### config.mk
export PLATFORM = sky130hd
export DESIGN_NAME = byte_add_exec
export DESIGN_NICKNAME = d
export VERILOG_FILES = /design/src/rtl/byte_add_exec.sv
export SDC_FILE = /design/constraint.sdc
export NUM_CORES = 1
export LEC_CHECK = 0
export ABC_AREA = 1
export BUFFER_PORTS_ARGS = -buffer_cell sky130_fd_sc_hd__buf_2
export CAP_MARGIN = 20
export CORE_MARGIN = 2
export CORE_UTILIZATION = 55
export CTS_BUF_LIST = sky130_fd_sc_hd__clkbuf_4 sky130_fd_sc_hd__clkbuf_8
export CTS_CLUSTER_DIAMETER = 50
export DETAILED_ROUTE_END_ITERATION = 6
export GPL_TIMING_DRIVEN = 0
export PLACE_DENSITY_LB_ADDON = 0.15
export SETUP_SLACK_MARGIN = 0.02
export SYNTH_ARGS = -nofsm -noshare
export SYNTH_HDL_FRONTEND = slang
export SYNTH_SLANG_ARGS = --single-unit
export TNS_END_PERCENT = 20
### constraint.sdc
create_clock -name clk -period 4.4 [get_ports clk]
set_input_delay 0.88 -clock clk [delete_from_list [all_inputs] [get_ports clk]]
set_output_delay 0.88 -clock clk [all_outputs]
set_load 0.1 [all_outputs]
### src/rtl/byte_add_exec.sv
`timescale 1ns/1ps
module byte_add_exec #(
  parameter int W = 8
) (
  input  logic         clk,
  input  logic         rst_n,
  input  logic [W-1:0] rp,
  input  logic         ib_valid,
  input  logic [W-1:0] ib_data,
  output logic         ib_take,
  output logic [W-1:0] rf_addr,
  input  logic [W-1:0] rf_rdata,
  output logic         rf_we,
  output logic [W-1:0] rf_wdata,
  output logic         done,
  output logic         illegal,
  output logic         fl_c,
  output logic         fl_z,
  output logic         fl_s,
  output logic         fl_v,
  output logic         fl_d,
  output logic         fl_h
);
  localparam int NW = W / 2;
  localparam logic [W-1:0] OP_LO = W'(2);
  localparam logic [W-1:0] OP_HI = W'(6);
  localparam logic [2:0] M_RR = 3'd2, M_RI = 3'd3, M_GG = 3'd4, M_GI = 3'd5, M_IM = 3'd6;

  logic         busy;
  logic [2:0]   cyc, mode;
  logic [W-1:0] dst, src;

  wire op_ok    = (ib_data >= OP_LO) && (ib_data <= OP_HI);
  wire short_op = (mode == M_RR) || (mode == M_RI);
  wire [2:0] last = short_op ? 3'd3 : 3'd5;
  wire fetch    = busy && ((cyc == 3'd1) || (cyc == 3'd2 && !short_op));
  wire stall    = fetch && !ib_valid;
  wire exec     = busy && (cyc == last);

  wire [W-1:0] lo_idx = rp | {{(W-NW){1'b0}}, ib_data[NW-1:0]};
  wire [W-1:0] hi_idx = rp | {{(W-NW){1'b0}}, ib_data[W-1:NW]};

  wire [W:0]  sum  = {1'b0, rf_rdata} + {1'b0, src};
  wire [NW:0] nsum = {1'b0, rf_rdata[NW-1:0]} + {1'b0, src[NW-1:0]};

  assign ib_take  = ib_valid && (!busy || fetch);
  assign illegal  = !busy && ib_valid && !op_ok;
  assign done     = exec;
  assign rf_we    = exec;
  assign rf_wdata = sum[W-1:0];

  always_comb begin
    rf_addr = dst;
    if (busy && cyc == 3'd1) begin
      case (mode)
        M_RR, M_RI: rf_addr = lo_idx;
        M_GG, M_GI: rf_addr = ib_data;
        default:    rf_addr = dst;
      endcase
    end else if (busy && cyc == 3'd2 && (mode == M_RI || mode == M_GI)) begin
      rf_addr = src;
    end
  end

  always_ff @(posedge clk) begin
    if (!rst_n) begin
      busy <= 1'b0;
      cyc  <= 3'd0;
      mode <= 3'd0;
      dst  <= '0;
      src  <= '0;
    end else if (!busy) begin
      cyc <= 3'd1;
      if (ib_valid && op_ok) begin
        busy <= 1'b1;
        mode <= ib_data[2:0];
      end
    end else if (!stall) begin
      cyc <= cyc + 3'd1;
      if (exec) busy <= 1'b0;
      if (cyc == 3'd1) begin
        case (mode)
          M_RR, M_RI: begin dst <= hi_idx; src <= rf_rdata; end
          M_GG, M_GI: src <= rf_rdata;
          M_IM:       dst <= ib_data;
          default:    ;
        endcase
      end else if (cyc == 3'd2) begin
        case (mode)
          M_RI:       src <= rf_rdata;
          M_GG:       dst <= ib_data;
          M_GI:       begin dst <= ib_data; src <= rf_rdata; end
          M_IM:       src <= ib_data;
          default:    ;
        endcase
      end
    end
  end

  always_ff @(posedge clk) begin
    if (!rst_n) begin
      {fl_c, fl_z, fl_s, fl_v, fl_d, fl_h} <= 6'b0;
    end else if (exec) begin
      fl_c <= sum[W];
      fl_z <= (sum[W-1:0] == '0);
      fl_s <= sum[W-1];
      fl_v <= (rf_rdata[W-1] == src[W-1]) && (sum[W-1] != rf_rdata[W-1]);
      fl_d <= 1'b0;
      fl_h <= nsum[NW];
    end
  end
endmodule

==> results of run 1 <==
power by group:
group | total [mW] | switching, mW | internal [mW] | leakage (nW)
clock network | 0.166 | 0.0858 | 0.0804 | 0.0288
logic | 0.129 | 0.0945 | 0.0343 | 1.13
registers | 0.256 | 0.00134 | 0.255 | 0.226
cells by family after synthesis:
logic type,count (synthesis)
AND/OR/NAND/NOR,159
AO/OA/AOI/OAI,91
buffers and inverters,68
flip-flops,28
adder cells (fa/ha/maj),12
XOR/XNOR,2
other,1
layout by cell type (no fill, tap or decap), types with 2 or more instances in the layout:
cell,netlist,final
ha_1,11,11
a21oi_1,31,31
inv_1,44,44
nand4_1,9,9
nand3_1,14,14
buf_4,11,11
nand2_2,4,4
o22ai_1,4,4
inv_2,5,5
xnor2_1,2,2
o21ai_0,43,43
o31ai_1,3,3
nor2_1,36,36
nand2_1,85,85
or2_2,2,2
nor3_1,3,3
o211ai_4,2,2
a211oi_1,5,5
buf_2,4,54
dfxtp_1,28,28
clkbuf_1,2,2
clkbuf_8,0,4
nand3b_1,3,3
final cells by class:
type,count,area [µm²]
sequential,28,561
clock buffer,4,55.1
timing repair buffer,50,250
fill,413,1340
multi-input combinational,265,1400
tap,50,62.6
buffer,18,121
inverter,50,188
stage by stage:
| step | worst slack (ps) | hold WS [ps] | instances | utilization, % | instance area, µm² |
|---|---|---|---|---|---|
| after floorplan | 174 | 460 | 361 | - | 2270 |
| after global placement | 922 | 451 | 461 | 65.0 | 2580 |
| after detailed placement | 909 | 464 | 461 | 65.0 | 2580 |
| after CTS | 898 | 479 | 465 | 66.4 | 2640 |
| after global routing | 791 | 516 | 465 | 66.4 | 2640 |
| final | 900 | 476 | 465 | 66.4 | 2640 |
cells in the mapped netlist:
library cell   n
or2_2          2
fa_1           1
conb_1         1
a31oi_4        1
buf_4         11
nand2_2        4
nor3b_1        1
ha_1          11
o21a_1         1
nor2_1        36
nand4_1        9
a21oi_1       31
nor3_1         3
clkinv_1       1
nand3_1       14
nor2_4         1
o211ai_4       2
nand2_1       85
inv_1         44
nand3b_1       3
dfxtp_1       28
o31ai_1        3
xnor2_1        2
o21ai_0       43
buf_2          4
nand3_2        1
clkbuf_1       2
a211oi_1       5
o211ai_1       1
inv_2          5
buf_6          1
o22ai_1        4
state kept, by name, indices dropped and copies added, names as in the netlist:
| register | cells |
|---|---|
| dst | 8 |
| fl_h | 1 |
| fl_s | 1 |
| busy | 1 |
| mode | 3 |
| fl_z | 1 |
| fl_c | 1 |
| fl_v | 1 |
| cyc | 3 |
| src | 8 |
worst reg2reg max path: stages (launching register included):
cell and delay (ps):
dfxtp_1 410, inv_1 80, ha_1 180, nand2_1 160, nand4_1 330, clkbuf_1 300, o21ai_0 210, nand4_1 110
a21oi_1 140
worst max path at each step:
stage	startpoint	endpoint	slack, ps	depth (start not counted)
final	rf_rdata[0]	rf_wdata[6]	900	10
after global routing	rf_rdata[0]	rf_wdata[6]	790	10
after CTS	rf_rdata[0]	rf_wdata[6]	900	10
after detailed placement	rf_rdata[0]	rf_wdata[6]	910	10
after global placement	rf_rdata[0]	rf_wdata[6]	920	10
after floorplan	cyc[1]	rf_addr[0]	170	9
per-layer routing:
layer	track usage [%]	vias up
li1	-	1292
met1	34.8	1111
met2	46.4	72
met3	2.14	11
met4	9.00	0
met5	0	-
==> results.py, run 1 <==
metrics = {
    "run_status": {
        "outcome": "finished clean",
    },
    "die": {
        "num_rows": 23,
        "dieArea_um2": 4650,
        "core-area_um2": 3970,
        "die_w_um": 68.2,
        "ios": 53,
        "start_util_pct": 57.1,
        "fp.dieH_um": 68.2,
    },
    "hold_path": {
        "hold_path.class": "flip-flop to flip-flop",
        "min_to": "fl_z",
        "whs_path_depth": 2,
        "min-delay-start": "fl_z",
    },
    "synth": {
        "synth_xor_area_share_pct": 0.773,
        "muxShareOfSynthArea_pct": 0,
        "syn_area_per_cell_um2": 6.28,
        "synth-seq-cells": 28,
        "syn_inst": 361,
        "synth_area_um2": 2270,
        "synth_cell_types": 32,
        "ys_top_cells_by_area": "dfxtp_1 (25%), nand2_1 (14%), o21ai_0 (9.5%)",
        "synth-compound-area-share_pct": 23.6,
        "synthSimpleGateAreaFrac_pct": 30.2,
        "synth_fa_ha_area_share_pct": 6.95,
        "synth_fp_nets": 400,
        "synth_area_leader_cell": "dfxtp_1",
        "yosysWarnings": 0,
        "synth.top_cell.area_share_pct": 24.7,
        "synth_top_family_by_area": "simple AND/OR/NAND/NOR gates",
        "ys_seq_area_share_pct": 24.7,
    },
    "detailed_routing": {
        "ant_nets": 0,
        "wl_mm": 5.92,
        "wirelength_met1_mm": 2.60,
        "drtIter0Drc": 140,
        "vias": 2486,
        "wl_met2_mm": 2.78,
        "highest_layer": "met4",
        "detail_route.first_pass.iterations": 4,
        "wire_per_inst_um": 12.7,
        "wl_met3_um": 413,
        "avgViaCountPerCell": 5.35,
        "drc": 0,
    },
    "power_and_ir_drop": {
        "ir_drop_v": 0.000111,
        "power_density_nw_per_um2": 209,
        "cellLeakagePower_nw": 1.39,
        "total_power_mw": 0.551,
    },
    "finish": {
        "drive_above_1_share_pct": 20.7,
        "nNetsFinal": 455,
        "diodes": 0,
        "areaGrowthSynthToFinish_pct": 16.2,
    },
    "grt": {
        "grtUsageTotal_pct": 26.7,
        "antenna_found_initial": 0,
        "grt_max_degree": 16,
        "grt_pass1_vias": 2132,
        "grt_pass1_wl_mm": 9.40,
        "grt_remaining_overflow": 0,
    },
    "worst_setup_path": {
        "crit_path_top_delay_cell": "fa_1",
        "reg2regPathDepth": 8,
        "crit_top_cell": "nand2_1",
        "crit_family": "adder cells",
        "reg2reg_to": "src[2]",
        "critPathBufInv": 3,
        "crit_path_cell_trace": "buf_2 -> ha_1 -> fa_1 -> nand2_1 -> nand2_1 -> nand3b_1 -> nand3_1 -> nand2_1 -> buf_4 -> buf_2",
        "worstPathRequired_ps": 3520,
        "setup.worst_path.start_class": "input pin",
        "end_kind": "output port",
        "critPathMaxFanout": 3,
        "r2r_slack_ps": 2440,
        "slowest_delay_ps": 420,
        "worstSetupPathType": "input pin to output port",
        "reg2reg_from": "cyc[1]",
        "cp.arrival_ps": 2620,
    },
    "clock_tree": {
        "cts-root-buf": "clkbuf_8",
        "cts_tree": "built",
        "cts_resized": 0,
        "path_clk_slew_ps": 100,
        "cts_htree_levels": 1,
        "cts_buffer_depth": 2,
        "cts_buffers": 3,
        "cts_num_sinks": 28,
        "ctsHoldBuffers": 0,
        "clk_latency_ps": 280,
        "cts_setup_buffers": 0,
    },
    "timing": {
        "fin_skew_ps": 4.58,
        "setup_tns_ps": 0,
        "fmax_ghz": 0.286,
        "finalHoldViolations": 0,
        "finalCriticalPeriod_ps": 3500,
        "finalSetupViolCount": 0,
        "drv_slew": 0,
        "rsz0062_at_grt": "no",
        "fin_crit_sh_pct": 79.5,
    },
    "job": {
        "max_cap_violations": 0,
    },
    "placed_design": {
        "placement.io_buffers": 50,
        "gp_congestion": 0.896,
        "hpwl_mm": 4.78,
    },
}
Note: power is estimated with default switching activity, not from simulation.
==> inputs of run 2 (changes only) <==
--- a/config.mk
+++ b/config.mk
@@ -9,7 +9,7 @@
 export BUFFER_PORTS_ARGS = -buffer_cell sky130_fd_sc_hd__buf_2
 export CAP_MARGIN = 20
 export CORE_MARGIN = 2
-export CORE_UTILIZATION = 55
+export CORE_UTILIZATION = 51
 export CTS_BUF_LIST = sky130_fd_sc_hd__clkbuf_4 sky130_fd_sc_hd__clkbuf_8
 export CTS_CLUSTER_DIAMETER = 50
 export DETAILED_ROUTE_END_ITERATION = 6
==> constraint.sdc (replaced) <==
create_clock -name clk -period 2.9 [get_ports clk]
set_input_delay 0.58 -clock clk [delete_from_list [all_inputs] [get_ports clk]]
set_output_delay 0.58 -clock clk [all_outputs]
set_load 0.1 [all_outputs]
==> run 2 against run 1 <==
Total power increased by 64%. Clock skew down 0.57 ps. Sequential cell count stayed put. Global-route usage shrank 1.7 points. Utilization down 3.0 points. Worst hold slack got worse by 5.5 ps. Register-to-register slack lost 1400 ps. Sequential power grew 52%. First-iteration DRC count up 43%. Combinational power is 53% higher. Cell count rose by 0.43%. Wire length up 2.1%. Critical path type is now flip-flop to output port. Highest routed layer unchanged.
==> results.py, run 2 (same netlist as run 1, synthesis figures left out) <==
metrics = {
    "job": {
        "max_cap_violations": 0,
    },
    "finish": {
        "drive_above_1_share_pct": 23.1,
        "multi_input_area_um2": 1440,
        "layout_common_cells": "nand2_1 (83), inv_1 (44), buf_2 (44), o21ai_0 (42), nor2_1 (35)",
        "final_area_um2": 2740,
        "utilization_pct": 63.3,
        "final_common_cell": "nand2_1",
        "nNetsFinal": 455,
        "layout.cells.non_filler": 467,
        "n_fill_cell": 448,
        "seq_area_um2": 562,
        "largestRegisters": "dst x8, src x8",
        "diodes": 0,
        "areaGrowthSynthToFinish_pct": 20.8,
    },
    "power_and_ir_drop": {
        "cellLeakagePower_nw": 1.41,
        "power_density_nw_per_um2": 330,
        "ir_drop_v": 0.000268,
    },
    "timing": {
        "fin_crit_sh_pct": 95.1,
        "finalSetupViolCount": 0,
        "rsz0062_at_grt": "no",
        "finalCriticalPeriod_ps": 2760,
        "fmax_ghz": 0.362,
        "fin_skew_ps": 4.01,
        "finalHoldViolations": 0,
        "drv_slew": 0,
    },
    "clock_tree": {
        "cts_htree_levels": 1,
        "cts_tree": "built",
        "cts_buffer_depth": 2,
        "clk_latency_ps": 280,
        "cts_setup_buffers": 0,
        "cts_buffers": 3,
        "path_clk_slew_ps": 100,
        "cts-root-buf": "clkbuf_8",
        "cts_num_sinks": 28,
        "ctsHoldBuffers": 0,
    },
    "die": {
        "fp.dieH_um": 70.7,
        "core-area_um2": 4320,
        "num_rows": 24,
        "dieArea_um2": 4990,
        "die_w_um": 70.7,
        "ios": 53,
        "start_util_pct": 52.4,
    },
    "detailed_routing": {
        "wire_per_inst_um": 12.9,
        "vias": 2491,
        "drc": 0,
        "wl_mm": 6.04,
        "ant_nets": 0,
        "drtIter0Drc": 200,
        "avgViaCountPerCell": 5.33,
        "detail_route.first_pass.iterations": 4,
    },
    "run_status": {
        "outcome": "finished clean",
    },
    "worst_setup_path": {
        "reg2regPathDepth": 8,
        "cp.arrival_ps": 2180,
        "crit_top_cell": "nand2_1",
        "critPathMaxFanout": 10,
        "critPathLaunch": "mode[2]",
        "setup.worst_path.start_class": "flip-flop",
        "worstSetupPathType": "flip-flop to output port",
        "crit_path_top_delay_cell": "dfxtp_1",
        "reg2reg_from": "cyc[1]",
        "slowest_delay_ps": 460,
        "end_kind": "output port",
        "crit_path_cell_trace": "nand2_1 -> nand2_1 -> nand3_2 -> buf_2 -> o21ai_0 -> o31ai_2 -> clkbuf_4",
        "reg2reg_to": "src[6]",
        "crit_family": "simple AND/OR/NAND/NOR gates",
        "worstPathRequired_ps": 2320,
        "critical_path_depth": 7,
        "crit_end": "rf_addr[2]",
        "critPathBufInv": 2,
        "r2r_slack_ps": 1030,
    },
    "placed_design": {
        "hpwl_mm": 4.75,
        "gp_congestion": 0.910,
        "place_area_um2": 2600,
        "placement.io_buffers": 50,
        "dp.cells": 463,
    },
    "grt": {
        "grt_pass1_wl_mm": 10.2,
        "grt_pass1_vias": 2213,
        "grt_max_degree": 17,
        "grt_remaining_overflow": 0,
        "grtUsageTotal_pct": 25.0,
        "antenna_found_initial": 0,
    },
    "hold_path": {
        "whs_path_depth": 2,
        "hold_path.class": "flip-flop to flip-flop",
    },
}
run 2: cell count changes in the layout (fill, tap and decap cells not counted), moves of 2 or more:
cell / previous run / this run
buf_2: 54 / 44
buf_4: 11 / 14
buf_6: 1 / 4
clkbuf_4: 0 / 3
nand2_1: 85 / 83
o31ai_1: 3 / 0
o31ai_2: 0 / 3
run 2: layout make-up:
| class | count | area share [%] |
|---|---|---|
| Clock inverter | 1 | 1.10 |
| Multi-Input combinational cell | 265 | 52.5 |
| Buffer | 18 | 4.43 |
| Inverter | 50 | 6.85 |
| Sequential cell | 28 | 20.5 |
| Clock buffer | 3 | 1.51 |
| Tap cell | 52 | 2.38 |
| Timing Repair Buffer | 50 | 10.7 |
run 2: per-stage QoR:
stage / setup slack (ps) / hold WS [ps] / TNS, ps / power, mW
after detailed placement: 22.4 / 456 / 0 / 0.591
final: 141 / 471 / 0 / 0.903
after CTS: 4.33 / 472 / 0 / 0.906
after floorplan: -325 / 460 / -411 / 0.542
after global routing: 46.9 / 515 / 0 / 0.944
after global placement: 50.1 / 452 / 0 / 0.589
run 2: worst min-delay path, cell delays in order, from the launching register on:
cell	delay, ps
dfxtp_1	320
nand2_1	60
a21oi_1	60
run 2: power breakdown:
| group | internal, mW | leakage [nW] | switching, mW |
|---|---|---|---|
| registers | 0.386 | 0.226 | 0.00192 |
| clock network | 0.185 | 0.0357 | 0.132 |
| logic | 0.0539 | 1.15 | 0.145 |
| total | 0.625 | 1.41 | 0.278 |
run 2: what timing repair did:
item / 4_1_cts / 5_1_grt
pin swaps: 0 / 1
resized for setup: 8 / 15
setup endpoints to repair: 9 / 11
cloned: 0 / 0
run 2: how the worst min path moves through the flow:
stage,from,slack [ps],endpoint
after floorplan,src[0],460,src[0]
after global placement,fl_h,450,fl_h
after detailed placement,fl_h,460,fl_h
after CTS,fl_h,470,fl_h
after global routing,fl_z,520,fl_z
final,fl_h,470,fl_h
run 2: routing by layer:
layer | part of all wire [%] | global-route usage (%)
met1 | 44 | 33.0
met2 | 48 | 41.6
met3 | 7.0 | 4.56
met4 | 1.9 | 8.18
met5 | 0 | 0
